`config.mk`:
```
export PLATFORM = sky130hd
export DESIGN_NAME = cipher_ctrl_lock
export DESIGN_NICKNAME = d
export VERILOG_FILES = /design/src/rtl/ccr_pkg.sv /design/src/rtl/ccr_field_store.sv /design/src/rtl/ccr_enable_ctl.sv /design/src/rtl/ccr_out_map.sv /design/src/rtl/cipher_ctrl_lock.sv
export SDC_FILE = /design/constraint.sdc
export NUM_CORES = 1
export LEC_CHECK = 0
export ABC_AREA = 1
export BUFFER_PORTS_ARGS = -buffer_cell sky130_fd_sc_hd__buf_2
export CAP_MARGIN = 40
export CORE_MARGIN = 5
export CORE_UTILIZATION = 45
export CTS_CLUSTER_SIZE = 40
export DETAILED_ROUTE_END_ITERATION = 7
export GPL_TIMING_DRIVEN = 0
export PLACE_DENSITY = 0.86
export SYNTH_ARGS = -nofsm -noshare
export SYNTH_HDL_FRONTEND = slang
export SYNTH_HIERARCHICAL = 1
export SYNTH_SLANG_ARGS = --single-unit
```
`constraint.sdc`:
```
create_clock -name clk_i -period 3.9 [get_ports clk_i]
set_input_delay 0.195 -clock clk_i [delete_from_list [all_inputs] [get_ports clk_i]]
set_output_delay 0.195 -clock clk_i [all_outputs]
set_load 0.05 [all_outputs]
```
`src/rtl/ccr_pkg.sv`:
```
package ccr_pkg;
  localparam int unsigned REG_W      = 32;
  localparam int unsigned EN_BIT     = 0;
  localparam int unsigned SWAP_LSB   = 1;
  localparam int unsigned SWAP_W     = 2;
  localparam int unsigned MODE_LSB   = 3;
  localparam int unsigned MODE_W     = 2;
  localparam int unsigned CHN_LO_LSB = 5;
  localparam int unsigned CHN_W      = 3;
  localparam int unsigned CHN_LO_W   = CHN_W - 1;
  localparam int unsigned CHN_HI_BIT = 16;
  localparam int unsigned DMAI_BIT   = 11;
  localparam int unsigned DMAO_BIT   = 12;
  localparam int unsigned KSZ_BIT    = 18;
  localparam int unsigned KPROT_BIT  = 19;
  localparam int unsigned KMOD_LSB   = 24;
  localparam int unsigned KMOD_W     = 2;
  localparam int unsigned SID_LSB    = 26;
  localparam int unsigned SID_W      = 2;
  localparam int unsigned KSEL_LSB   = 28;
  localparam int unsigned KSEL_W     = 3;
  localparam int unsigned SRST_BIT   = 31;

  localparam logic [MODE_W-1:0] OPM_ENC  = 2'd0;
  localparam logic [MODE_W-1:0] OPM_PREP = 2'd1;
  localparam logic [MODE_W-1:0] OPM_DEC  = 2'd2;
  localparam logic [CHN_W-1:0]  CHN_CTR  = 3'd2;
  localparam logic [CHN_W-1:0]  CHN_GCM  = 3'd3;
  localparam logic [CHN_W-1:0]  CHN_CCM  = 3'd4;
  localparam logic [CHN_W-1:0]  CHN_LAST = CHN_CCM;
  localparam logic [KMOD_W-1:0] KMOD_WRAP = 2'd1;

  typedef struct packed {
    logic [KSEL_W-1:0] key_src;
    logic [SID_W-1:0]  share_id;
    logic [KMOD_W-1:0] key_mode;
    logic              key_prot;
    logic              key_wide;
    logic              dma_out;
    logic              dma_in;
    logic [CHN_W-1:0]  chain;
    logic [MODE_W-1:0] op_mode;
    logic [SWAP_W-1:0] swap;
  } cfg_t;

  function automatic cfg_t unpack_cfg(input logic [REG_W-1:0] w);
    cfg_t c;
    c.key_src  = w[KSEL_LSB +: KSEL_W];
    c.share_id = w[SID_LSB +: SID_W];
    c.key_mode = w[KMOD_LSB +: KMOD_W];
    c.key_prot = w[KPROT_BIT];
    c.key_wide = w[KSZ_BIT];
    c.dma_out  = w[DMAO_BIT];
    c.dma_in   = w[DMAI_BIT];
    c.chain    = {w[CHN_HI_BIT], w[CHN_LO_LSB +: CHN_LO_W]};
    c.op_mode  = w[MODE_LSB +: MODE_W];
    c.swap     = w[SWAP_LSB +: SWAP_W];
    return c;
  endfunction

  function automatic logic [REG_W-1:0] pack_cfg(input cfg_t c, input logic en, input logic srst);
    logic [REG_W-1:0] w;
    w = '0;
    w[EN_BIT]                  = en;
    w[SWAP_LSB +: SWAP_W]      = c.swap;
    w[MODE_LSB +: MODE_W]      = c.op_mode;
    w[CHN_LO_LSB +: CHN_LO_W]  = c.chain[CHN_LO_W-1:0];
    w[CHN_HI_BIT]              = c.chain[CHN_W-1];
    w[DMAI_BIT]                = c.dma_in;
    w[DMAO_BIT]                = c.dma_out;
    w[KSZ_BIT]                 = c.key_wide;
    w[KPROT_BIT]               = c.key_prot;
    w[KMOD_LSB +: KMOD_W]      = c.key_mode;
    w[SID_LSB +: SID_W]        = c.share_id;
    w[KSEL_LSB +: KSEL_W]      = c.key_src;
    w[SRST_BIT]                = srst;
    return w;
  endfunction

  // enable-compatible configuration
  function automatic logic cfg_legal(input cfg_t c);
    logic wrap_bad;
    wrap_bad = (c.key_mode == KMOD_WRAP) &&
               ((c.chain == CHN_GCM) || ((c.chain == CHN_CTR) && (c.op_mode == OPM_ENC)));
    return !wrap_bad && (c.chain <= CHN_LAST);
  endfunction
endpackage

```
`src/rtl/ccr_field_store.sv`:
```
module ccr_field_store
  import ccr_pkg::*;
(
  input  logic             clk_i,
  input  logic             rst_ni,
  input  logic             wr_en_i,
  input  logic [REG_W-1:0] wr_data_i,
  input  logic             busy_i,
  input  logic             en_q_i,
  output cfg_t             cfg_o,
  output logic             cand_legal_o,
  output logic             src_change_o,
  output logic             srst_o,
  output logic             erase_o
);
  cfg_t cfg_q, cfg_d;
  logic srst_q, erase_q;
  logic srst_req, en_kept, cfg_take;
  logic unused_bits;

  assign unused_bits = ^{wr_data_i[10:7], wr_data_i[15:13], wr_data_i[17], wr_data_i[23:20]};

  assign srst_req = wr_en_i && wr_data_i[SRST_BIT];
  assign en_kept  = en_q_i && wr_data_i[EN_BIT];
  assign cfg_take = wr_en_i && !wr_data_i[SRST_BIT] && !srst_q && !busy_i && !en_kept;

  always_comb begin
    cfg_d = cfg_q;
    if (srst_req)      cfg_d = '0;
    else if (cfg_take) cfg_d = unpack_cfg(wr_data_i);
  end

  assign src_change_o = (cfg_d.key_src != cfg_q.key_src);
  assign cand_legal_o = cfg_legal(cfg_d);

  always_ff @(posedge clk_i or negedge rst_ni) begin
    if (!rst_ni) begin
      cfg_q   <= '0;
      srst_q  <= 1'b0;
      erase_q <= 1'b0;
    end else begin
      cfg_q   <= cfg_d;
      if (wr_en_i) srst_q <= wr_data_i[SRST_BIT];
      erase_q <= src_change_o || (srst_req && !srst_q);
    end
  end

  assign cfg_o   = cfg_q;
  assign srst_o  = srst_q;
  assign erase_o = erase_q;
endmodule

```
`src/rtl/ccr_enable_ctl.sv`:
```
module ccr_enable_ctl
  import ccr_pkg::*;
(
  input  logic              clk_i,
  input  logic              rst_ni,
  input  logic              wr_en_i,
  input  logic              wr_en_bit_i,
  input  logic              wr_srst_bit_i,
  input  logic              srst_q_i,
  input  logic              cand_legal_i,
  input  logic              src_change_i,
  input  logic              key_valid_i,
  input  logic              prep_done_i,
  input  logic              init_done_i,
  input  logic [MODE_W-1:0] cur_mode_i,
  input  logic [CHN_W-1:0]  cur_chain_i,
  output logic              en_o
);
  logic en_q, en_d, hw_clr, set_ok;

  assign hw_clr = en_q &&
                  ((prep_done_i && (cur_mode_i == OPM_PREP)) ||
                   (init_done_i && ((cur_chain_i == CHN_GCM) || (cur_chain_i == CHN_CCM))));

  assign set_ok = key_valid_i && cand_legal_i && !src_change_i && !srst_q_i;

  always_comb begin
    en_d = en_q;
    if (srst_q_i || (wr_en_i && wr_srst_bit_i)) en_d = 1'b0;
    else if (hw_clr)                            en_d = 1'b0;
    else if (wr_en_i) begin
      if (!wr_en_bit_i) en_d = 1'b0;
      else if (!en_q)   en_d = set_ok;
    end
  end

  always_ff @(posedge clk_i or negedge rst_ni) begin
    if (!rst_ni) en_q <= 1'b0;
    else         en_q <= en_d;
  end

  assign en_o = en_q;
endmodule

```
`src/rtl/ccr_out_map.sv`:
```
module ccr_out_map
  import ccr_pkg::*;
(
  input  cfg_t             cfg_i,
  input  logic             en_i,
  input  logic             srst_i,
  output logic [REG_W-1:0] rd_data_o,
  output logic             dma_in_o,
  output logic             dma_out_o,
  output logic             illegal_o
);
  logic dma_mode;

  assign rd_data_o = pack_cfg(cfg_i, en_i, srst_i);
  assign dma_mode  = (cfg_i.op_mode == OPM_ENC) || (cfg_i.op_mode == OPM_DEC);
  assign dma_in_o  = cfg_i.dma_in && dma_mode;
  assign dma_out_o = cfg_i.dma_out && dma_mode;
  assign illegal_o = cfg_i.chain > CHN_LAST;
endmodule

```
`src/rtl/cipher_ctrl_lock.sv`:
```
module cipher_ctrl_lock
  import ccr_pkg::*;
(
  input  logic              clk_i,
  input  logic              rst_ni,
  input  logic              wr_en_i,
  input  logic [REG_W-1:0]  wr_data_i,
  output logic [REG_W-1:0]  rd_data_o,
  input  logic              busy_i,
  input  logic              key_valid_i,
  input  logic              prep_done_i,
  input  logic              init_done_i,
  output logic              enable_o,
  output logic [SWAP_W-1:0] swap_o,
  output logic [MODE_W-1:0] op_mode_o,
  output logic [CHN_W-1:0]  chain_o,
  output logic              dma_in_o,
  output logic              dma_out_o,
  output logic              key_wide_o,
  output logic              key_prot_o,
  output logic [KMOD_W-1:0] key_mode_o,
  output logic [SID_W-1:0]  share_id_o,
  output logic [KSEL_W-1:0] key_src_o,
  output logic              soft_rst_o,
  output logic              key_erase_o,
  output logic              illegal_cfg_o
);
  cfg_t cfg;
  logic en, cand_legal, src_change, srst;

  ccr_field_store u_store (
    .clk_i        (clk_i),
    .rst_ni       (rst_ni),
    .wr_en_i      (wr_en_i),
    .wr_data_i    (wr_data_i),
    .busy_i       (busy_i),
    .en_q_i       (en),
    .cfg_o        (cfg),
    .cand_legal_o (cand_legal),
    .src_change_o (src_change),
    .srst_o       (srst),
    .erase_o      (key_erase_o)
  );

  ccr_enable_ctl u_en (
    .clk_i         (clk_i),
    .rst_ni        (rst_ni),
    .wr_en_i       (wr_en_i),
    .wr_en_bit_i   (wr_data_i[EN_BIT]),
    .wr_srst_bit_i (wr_data_i[SRST_BIT]),
    .srst_q_i      (srst),
    .cand_legal_i  (cand_legal),
    .src_change_i  (src_change),
    .key_valid_i   (key_valid_i),
    .prep_done_i   (prep_done_i),
    .init_done_i   (init_done_i),
    .cur_mode_i    (cfg.op_mode),
    .cur_chain_i   (cfg.chain),
    .en_o          (en)
  );

  ccr_out_map u_map (
    .cfg_i     (cfg),
    .en_i      (en),
    .srst_i    (srst),
    .rd_data_o (rd_data_o),
    .dma_in_o  (dma_in_o),
    .dma_out_o (dma_out_o),
    .illegal_o (illegal_cfg_o)
  );

  assign enable_o   = en;
  assign swap_o     = cfg.swap;
  assign op_mode_o  = cfg.op_mode;
  assign chain_o    = cfg.chain;
  assign key_wide_o = cfg.key_wide;
  assign key_prot_o = cfg.key_prot;
  assign key_mode_o = cfg.key_mode;
  assign share_id_o = cfg.share_id;
  assign key_src_o  = cfg.key_src;
  assign soft_rst_o = srst;
endmodule

```
==> results of run 1 <==
==> cells in the final DEF, fill, tap and decap left out, types with 3 or more instances in the layout <==
cell type                  synthesis  layout
sky130_fd_sc_hd__a21oi_1           3       3
sky130_fd_sc_hd__buf_2             2      70
sky130_fd_sc_hd__buf_4            32      32
sky130_fd_sc_hd__clkbuf_4          0       3
sky130_fd_sc_hd__conb_1            1      12
sky130_fd_sc_hd__dfrtp_1          21      21
sky130_fd_sc_hd__inv_1            28      28
sky130_fd_sc_hd__nand2_1          35      35
sky130_fd_sc_hd__nand2_2           3       3
sky130_fd_sc_hd__nand3_1          18      18
sky130_fd_sc_hd__nand4_1           6       6
sky130_fd_sc_hd__nor2_1           13      13
sky130_fd_sc_hd__o21ai_0           7       7
==> critical path, cell delays in order, from the launching register on <==
cell and delay (ps):
sky130_fd_sc_hd__dfrtp_1 450, sky130_fd_sc_hd__nor2_2 290, sky130_fd_sc_hd__nand3_4 150, sky130_fd_sc_hd__buf_6 170
sky130_fd_sc_hd__nand2_2 50, sky130_fd_sc_hd__nand3_1 90, sky130_fd_sc_hd__nand2_1 80, sky130_fd_sc_hd__nand2_1 50
sky130_fd_sc_hd__a21oi_1 170, sky130_fd_sc_hd__nand3_1 90, sky130_fd_sc_hd__nor2_1 90, sky130_fd_sc_hd__o21ai_1 70
sky130_fd_sc_hd__a21oi_2 100
==> cells in the mapped netlist <==
cell type	instances
sky130_fd_sc_hd__nand2_2	3
sky130_fd_sc_hd__buf_6	2
sky130_fd_sc_hd__nand3_4	1
sky130_fd_sc_hd__nand3b_1	1
sky130_fd_sc_hd__buf_4	32
sky130_fd_sc_hd__a21oi_1	3
sky130_fd_sc_hd__dfrtp_1	21
sky130_fd_sc_hd__nand3_2	1
sky130_fd_sc_hd__buf_2	2
sky130_fd_sc_hd__nor2_4	1
sky130_fd_sc_hd__nor2_1	13
sky130_fd_sc_hd__nand2_1	35
sky130_fd_sc_hd__o21ai_0	7
sky130_fd_sc_hd__clkbuf_1	1
sky130_fd_sc_hd__conb_1	1
sky130_fd_sc_hd__nand3_1	18
sky130_fd_sc_hd__o21ai_1	1
sky130_fd_sc_hd__nor2_2	1
sky130_fd_sc_hd__inv_1	28
sky130_fd_sc_hd__a21oi_2	1
sky130_fd_sc_hd__nand4_1	6
sky130_fd_sc_hd__o211ai_2	1
==> power breakdown <==
group / internal, mW / switching [mW]
combinational: 0.0910 / 0.242
clock: 0.0398 / 0.0621
sequential: 0.238 / 0.0201
==> layer usage <==
metal | up-vias | GRT usage | routed length (microns)
li1 | 688 | - | -
met1 | 556 | 0.183 | 1300
met2 | 49 | 0.286 | 1650
met3 | 4 | 0.0479 | 234
met4 | 0 | 0.0337 | 27
met5 | - | 0 | 0
==> flip-flops by register name, indices dropped and copies added (netlist names) <==
name             cells
u_en/en_o            1
u_store/srst_o       1
u_store/cfg_o       18
u_store/erase_o      1
==> kinds of logic after synthesis <==
family	synth area share
simple gates	0.277
buf+inv	0.279
flops	0.385
compound gates	0.0559
other cells	0.00274
==> area by class of cell <==
cell class              instances  area (sq um)
flip-flops and latches         21           526
clock buffers                   4          26.3
fillers                       285          1150
well taps                      33          41.3
repair buffers                 69           350
inverters                      28           105
plain buffers                  37           277
multi-input cells             105           500
==> per-stage QoR <==
step / area, sq um / power [mW] / setup WS [ps] / util / hold slack [ps]
final: 1830 / 0.693 / 1990 / 0.613 / 92.1
after global routing: 1830 / 0.731 / 1780 / 0.613 / 71.9
after CTS: 1830 / 0.699 / 2000 / 0.613 / 81.5
after detailed placement: 1790 / 0.596 / 2040 / 0.601 / 173
after global placement: 1790 / 0.591 / 2080 / 0.601 / 173
after floorplan: 1410 / 0.523 / 1880 / - / -101
==> repair_timing <==
| item | CTS | global route |
|---|---|---|
| hold buffers | 1 | 0 |
| hold endpoints to repair | 21 | 0 |
| setup buffers | 0 | 0 |
| gates resized for setup | 0 | 0 |
==> worst max-delay path by stage <==
stage,start,endpoint,slack [ps]
after global routing,u_en/en_o$_DFFE_PN0P_,u_en/en_o$_DFFE_PN0P_,1780
after detailed placement,u_store/srst_o$_DFFE_PN0P_,u_en/en_o$_DFFE_PN0P_,2040
after global placement,u_store/srst_o$_DFFE_PN0P_,u_en/en_o$_DFFE_PN0P_,2080
after floorplan,u_en/en_o$_DFFE_PN0P_,u_en/en_o$_DFFE_PN0P_,1880
final,u_store/srst_o$_DFFE_PN0P_,u_en/en_o$_DFFE_PN0P_,1990
after CTS,u_store/srst_o$_DFFE_PN0P_,u_en/en_o$_DFFE_PN0P_,2000
==> results_tabular.tex, run 1 <==
\begin{tabular}{lr}
\hline
Metric & Value \\
\hline
\multicolumn{2}{l}{\textbf{Run status}} \\
Outcome & complete, no violations \\
\multicolumn{2}{l}{\textbf{Timing}} \\
Final critical delay including setup and external delays & 1910 ps \\
Largest clock skew in the final design & 4.50 ps \\
Max Slew Vio Count & 0 \\
Final Hold Fails & 0 \\
Setup repair after global routing missed its margin & no \\
Number of failing setup endpoints in the final timing report & 0 \\
Total negative slack & 0 ps \\
Max Clock Freq & 523 MHz \\
Share of the clock period used by the worst path after layout & 0.490 \\
\multicolumn{2}{l}{\textbf{Clock network}} \\
Total clock buffers created by CTS & 3 \\
Clk Latency, worst-skew pair & 290 ps \\
Clock Sinks & 21 \\
Buffer levels on the longest clock path & 2 \\
Clock root buffer master & sky130\_fd\_sc\_hd\_\_clkbuf\_4 \\
H-Tree Depth & 1 \\
TritonCTS clock tree & built \\
Clk pin slew, worst setup/hold paths & 110 ps \\
\multicolumn{2}{l}{\textbf{Cells and area}} \\
Final-stage net count & 304 \\
Fraction of final layout cells sized beyond drive strength 1 & 0.439 \\
Ant diodes & 0 \\
Final std cells w/o fill & 297 \\
Synth-to-layout area growth & 33.6\% \\
\multicolumn{2}{l}{\textbf{Global route}} \\
Total Routing Usage GR & 0.158 \\
Initial antenna violation count & 0 \\
Maximum number of pins on one net before global-route repair & 22 \\
Via count of the first global-routing pass & 1221 \\
Total overflow reported by the global router & 0 \\
Wire length of the first global-routing pass & 5300 microns \\
\multicolumn{2}{l}{\textbf{Yosys}} \\
Post-synth cell types & 22 \\
Number of synthesized register bits & 21 \\
Synth Warn \# & 6 \\
Portion of synthesized cell area occupied by the leading cell type & 0.385 \\
Main area contributors after synthesis & sky130\_fd\_sc\_hd\_\_dfrtp\_1 (38\%), sky130\_fd\_sc\_hd\_\_buf\_4 (18\%), sky130\_fd\_sc\_hd\_\_nand2\_1 (9.6\%) \\
Post-Synthesis Cell Area & 1370 sq um \\
Post-synthesis cell count & 180 \\
Cell type with the highest aggregate area in the netlist & sky130\_fd\_sc\_hd\_\_dfrtp\_1 \\
Sequential element share of the synthesized area & 0.385 \\
Post-Synthesis Mean Instance Area & 7.59 sq um \\
\multicolumn{2}{l}{\textbf{Routing}} \\
Number of nets with antenna violations after routing & 0 \\
DR vias & 1297 \\
Violation count after the first detailed-route iteration & 58 \\
Vias per cell & 4.37 \\
First-pass iteration count of the detailed router & 6 \\
Per-cell routed wire length & 10.8 microns \\
Drt total wl & 3220 microns \\
DRC errors left & 0 \\
\multicolumn{2}{l}{\textbf{Min path}} \\
Launch point of the worst hold path & wr\_data\_i[26] \\
Sink of the worst hold path & u\_store/cfg\_o[13]\$\_DFFE\_PN0P\_ \\
Depth of the worst hold-timing path & 3 \\
Min-delay worst type & primary input to flip-flop \\
\multicolumn{2}{l}{\textbf{Flow run}} \\
Number of maximum-capacitance constraint violations & 0 \\
\multicolumn{2}{l}{\textbf{Critical path}} \\
Number of cell instances on the worst register-to-register path & 12 \\
Flop2flop setup slack & 1990 ps \\
Reg2Reg Capture Point & u\_en/en\_o\$\_DFFE\_PN0P\_ \\
RR Startpoint & u\_store/srst\_o\$\_DFFE\_PN0P\_ \\
Worst setup path category & flip-flop to flip-flop \\
Kind of end point of the critical path & flip-flop \\
Peak fanout along the critical path & 10 \\
Req. time, crit path & 4130 ps \\
Worst Setup Start Kind & flip-flop \\
Data arrival at the endpoint of the critical path & 2140 ps \\
\multicolumn{2}{l}{\textbf{Floorplan}} \\
Boundary pin count & 93 \\
DIE WIDTH & 65.1 microns \\
Core footprint & 2980 sq um \\
Starting density of the core & 0.459 \\
Num rows & 20 \\
Total die area & 4240 sq um \\
Height of the die & 65.1 microns \\
\multicolumn{2}{l}{\textbf{Pwr}} \\
Pwr dens & 380 nW/um\^{}2 \\
Leak Pwr & 1.20 nW \\
Worst supply voltage drop on vdd & 0.237 mV \\
\multicolumn{2}{l}{\textbf{Placement}} \\
Last weighted congestion value of the routability-driven placer & 0.813 \\
Cell total after placement & 292 \\
Detailed Place HPWL & 2570 microns \\
Port Buffers & 68 \\
\hline
\end{tabular}
No activity file was read; power rests on OpenSTA's default activity.
==> run 2: changes to the inputs <==
Settings changed: CORE_UTILIZATION 45 to 41, PLACE_DENSITY 0.86 to 0.79.
Clock period 3.9 ns to 1.95 ns, I/O delays scaled along.
==> run 2 against run 1 <==
Net effect: flip-flop and latch count unchanged; setup slack worse by 1800 ps; sequential power is 100% higher; sequential share of layout area is 1.7 points lower; largest cell class unchanged; highest routed layer unchanged.
==> results_tabular.tex, run 2 (synthesis gave the netlist of run 1 again) <==
\begin{tabular}{lr}
\hline
Metric & Value \\
\hline
\multicolumn{2}{l}{\textbf{Timing}} \\
Final critical delay including setup and external delays & 1780 ps (was 1910 ps) \\
Max-slew headroom at the worst pin & 0.661 \\
Total negative slack & 0 ps (unchanged) \\
WHS & 32.5 ps (was 92.1 ps) \\
Final Hold Fails & 0 (unchanged) \\
Max Clock Freq & 561 MHz (was 523 MHz) \\
Transition at the pin with the smallest max-transition slack & 508 ps \\
Share of the clock period used by the worst path after layout & 0.914 (was 0.490) \\
Final setup margin & 168 ps (was 1990 ps) \\
Max Slew Vio Count & 0 (unchanged) \\
Largest clock skew in the final design & 1.01 ps (was 4.50 ps) \\
Number of failing setup endpoints in the final timing report & 0 (unchanged) \\
\multicolumn{2}{l}{\textbf{Floorplan}} \\
Core footprint & 3280 sq um (was 2980 sq um) \\
Num rows & 21 (was 20) \\
Starting density of the core & 0.416 (was 0.459) \\
DIE WIDTH & 67.7 microns (was 65.1 microns) \\
Boundary pin count & 93 (unchanged) \\
Height of the die & 67.7 microns (was 65.1 microns) \\
Total die area & 4590 sq um (was 4240 sq um) \\
\multicolumn{2}{l}{\textbf{Cells and area}} \\
Synth-to-layout area growth & 42.8\% (was 33.6\%) \\
Commonest cells after routing, fill and taps aside & sky130\_fd\_sc\_hd\_\_buf\_2 (70), sky130\_fd\_sc\_hd\_\_nand2\_1 (34), sky130\_fd\_sc\_hd\_\_buf\_4 (34) (was sky130\_fd\_sc\_hd\_\_buf\_2 (70), sky130\_fd\_sc\_hd\_\_nand2\_1 (35), sky130\_fd\_sc\_hd\_\_buf\_4 (32)) \\
Most common library cell in the layout ignoring fill and taps & sky130\_fd\_sc\_hd\_\_buf\_2 (unchanged) \\
Final std cells w/o fill & 320 (was 297) \\
Fraction of final layout cells sized beyond drive strength 1 & 0.445 (was 0.439) \\
Max reg flops & 18 (unchanged) \\
Fraction of the core area covered by cells at the end of the flow & 0.594 (was 0.613) \\
Final-stage net count & 314 (was 304) \\
Ant diodes & 0 (unchanged) \\
\multicolumn{2}{l}{\textbf{Critical path}} \\
Cell Chain, Critical Path & nor2\_4 > nand3\_4 > inv\_1 > buf\_6 > nand2\_1 > nand2\_2 > nor2\_1 > nor2\_1 > a21oi\_2 > nand3\_1 > nor2\_1 > o21ai\_1 > a21oi\_2 (was nor2\_2 > nand3\_4 > buf\_6 > nand2\_2 > nand3\_1 > nand2\_1 > nand2\_1 > a21oi\_1 > nand3\_1 > nor2\_1 > o21ai\_1 > a21oi\_2) \\
Req. time, crit path & 2160 ps (was 4130 ps) \\
Peak fanout along the critical path & 10 (unchanged) \\
Gate family responsible for the most delay along the worst path & simple AND/OR/NAND/NOR gates (unchanged) \\
Number of buffer and inverter stages on the critical path & 2 (was 1) \\
Slowest cell delay on critical path & 470 ps (was 450 ps) \\
Library cell appearing most often on the critical path & sky130\_fd\_sc\_hd\_\_nor2\_1 \\
Data arrival at the endpoint of the critical path & 1990 ps (was 2140 ps) \\
Worst setup path category & flip-flop to flip-flop (unchanged) \\
Kind of end point of the critical path & flip-flop (unchanged) \\
Slowest-stage cell, CP & sky130\_fd\_sc\_hd\_\_dfrtp\_2 (was sky130\_fd\_sc\_hd\_\_dfrtp\_1) \\
Worst Setup Start Kind & flip-flop (unchanged) \\
\multicolumn{2}{l}{\textbf{Clock network}} \\
Buffer levels on the longest clock path & 2 (unchanged) \\
Clk Latency, worst-skew pair & 300 ps (was 290 ps) \\
Clk pin slew, worst setup/hold paths & 120 ps (was 110 ps) \\
H-Tree Depth & 1 (unchanged) \\
Clock root buffer master & sky130\_fd\_sc\_hd\_\_clkbuf\_4 (unchanged) \\
Clock Sinks & 21 (unchanged) \\
Total clock buffers created by CTS & 3 (unchanged) \\
TritonCTS clock tree & built (unchanged) \\
\multicolumn{2}{l}{\textbf{Flow run}} \\
Number of maximum-capacitance constraint violations & 0 (unchanged) \\
\multicolumn{2}{l}{\textbf{Routing}} \\
Vias per cell & 4.18 (was 4.37) \\
Per-cell routed wire length & 10.6 microns (was 10.8 microns) \\
DR vias & 1339 (was 1297) \\
Violation count after the first detailed-route iteration & 99 (was 58) \\
First-pass iteration count of the detailed router & 4 (was 6) \\
DRC errors left & 0 (unchanged) \\
Number of nets with antenna violations after routing & 0 (unchanged) \\
Drt total wl & 3400 microns (was 3220 microns) \\
\multicolumn{2}{l}{\textbf{Global route}} \\
Wire length of the first global-routing pass & 5250 microns (was 5300 microns) \\
Met3 global-route usage & 0.0532 (was 0.0479) \\
Total overflow reported by the global router & 0 (unchanged) \\
Total Routing Usage GR & 0.151 (was 0.158) \\
Most used routing layer & met2 (unchanged) \\
Met2 usage in global routing & 0.272 (was 0.286) \\
Initial antenna violation count & 0 (unchanged) \\
Global routing usage on met1 & 0.174 (was 0.183) \\
Via count of the first global-routing pass & 1159 (was 1221) \\
Maximum number of pins on one net before global-route repair & 22 (unchanged) \\
\multicolumn{2}{l}{\textbf{Placement}} \\
Worst setup slack after placement & 80.4 ps (was 2040 ps) \\
Port Buffers & 68 (unchanged) \\
Cell total after placement & 305 (was 292) \\
Detailed Place HPWL & 2570 microns (about the same) \\
Last weighted congestion value of the routability-driven placer & 0.780 (was 0.813) \\
\multicolumn{2}{l}{\textbf{Run status}} \\
Outcome & complete, no violations (unchanged) \\
\multicolumn{2}{l}{\textbf{Pwr}} \\
Pwr dens & 727 nW/um\^{}2 (was 380 nW/um\^{}2) \\
Leak Pwr & 1.24 nW (was 1.20 nW) \\
Worst supply voltage drop on vdd & 0.491 mV (was 0.237 mV) \\
\multicolumn{2}{l}{\textbf{Min path}} \\
Min-delay worst type & primary input to flip-flop (unchanged) \\
\hline
\end{tabular}
run 2: worst register-to-register path: cells and delay by family (launching register included):
family	cells	cell delay (ps)
AOI/OAI and AO/OA	3	230
buffers and inverters	2	250
and+or+nand+nor	8	740
DFF	1	470
run 2: area by class of cell:
class / count / area [sq um]
buffer: 37 / 277
clock buffer: 4 / 26.3
fill: 305 / 1330
inverter: 28 / 105
multi-input combinational: 105 / 512
sequential: 21 / 528
tap: 46 / 57.6
timing repair buffer: 79 / 445
run 2: per-layer routing:
layer  share of wire  vias to the layer above
li1                -                      703
met1            0.39                      589
met4          0.0029                        0
met3           0.082                        2
met5               0                        -
met2            0.52                       45
run 2: repair_timing:
| action | in CTS | in global routing |
|---|---|---|
| hold endpoints to repair | 29 | 0 |
| setup endpoints to repair | 0 | 1 |
| resized for setup | 0 | 4 |
| hold buffers | 9 | 0 |
| buffers inserted | 0 | 2 |
run 2: path summary, 6_finish.rpt:
kind,slack (ps),depth (start not counted),from,end
max in group asynchronous,1340,2,rst_ni,u_en/en_o$_DFFE_PN0P_
setup reg to reg,170,13,u_store/srst_o$_DFFE_PN0P_,u_en/en_o$_DFFE_PN0P_
setup / recovery,170,13,u_store/srst_o$_DFFE_PN0P_,u_en/en_o$_DFFE_PN0P_
hold reg to reg,510,1,u_en/en_o$_DFFE_PN0P_,u_en/en_o$_DFFE_PN0P_
min in group asynchronous,260,2,rst_ni,u_store/cfg_o[11]$_DFF_PN0_
hold / removal,30,3,wr_data_i[5],u_store/cfg_o[4]$_DFF_PN0_
run 2: metrics by stage:
stage / cell area (sq um) / power [mW]
global route: 1950 / 1.50
CTS: 1920 / 1.42
global placement: 1810 / 1.18
finish: 1950 / 1.42
detailed placement: 1810 / 1.19
floorplan: 1410 / 1.05
run 2: where the power goes:
part	switching, mW	internal, mW	leakage, nW
combinational	0.488	0.196	0.946
clock	0.138	0.0798	0.0150
sequential	0.0392	0.478	0.277
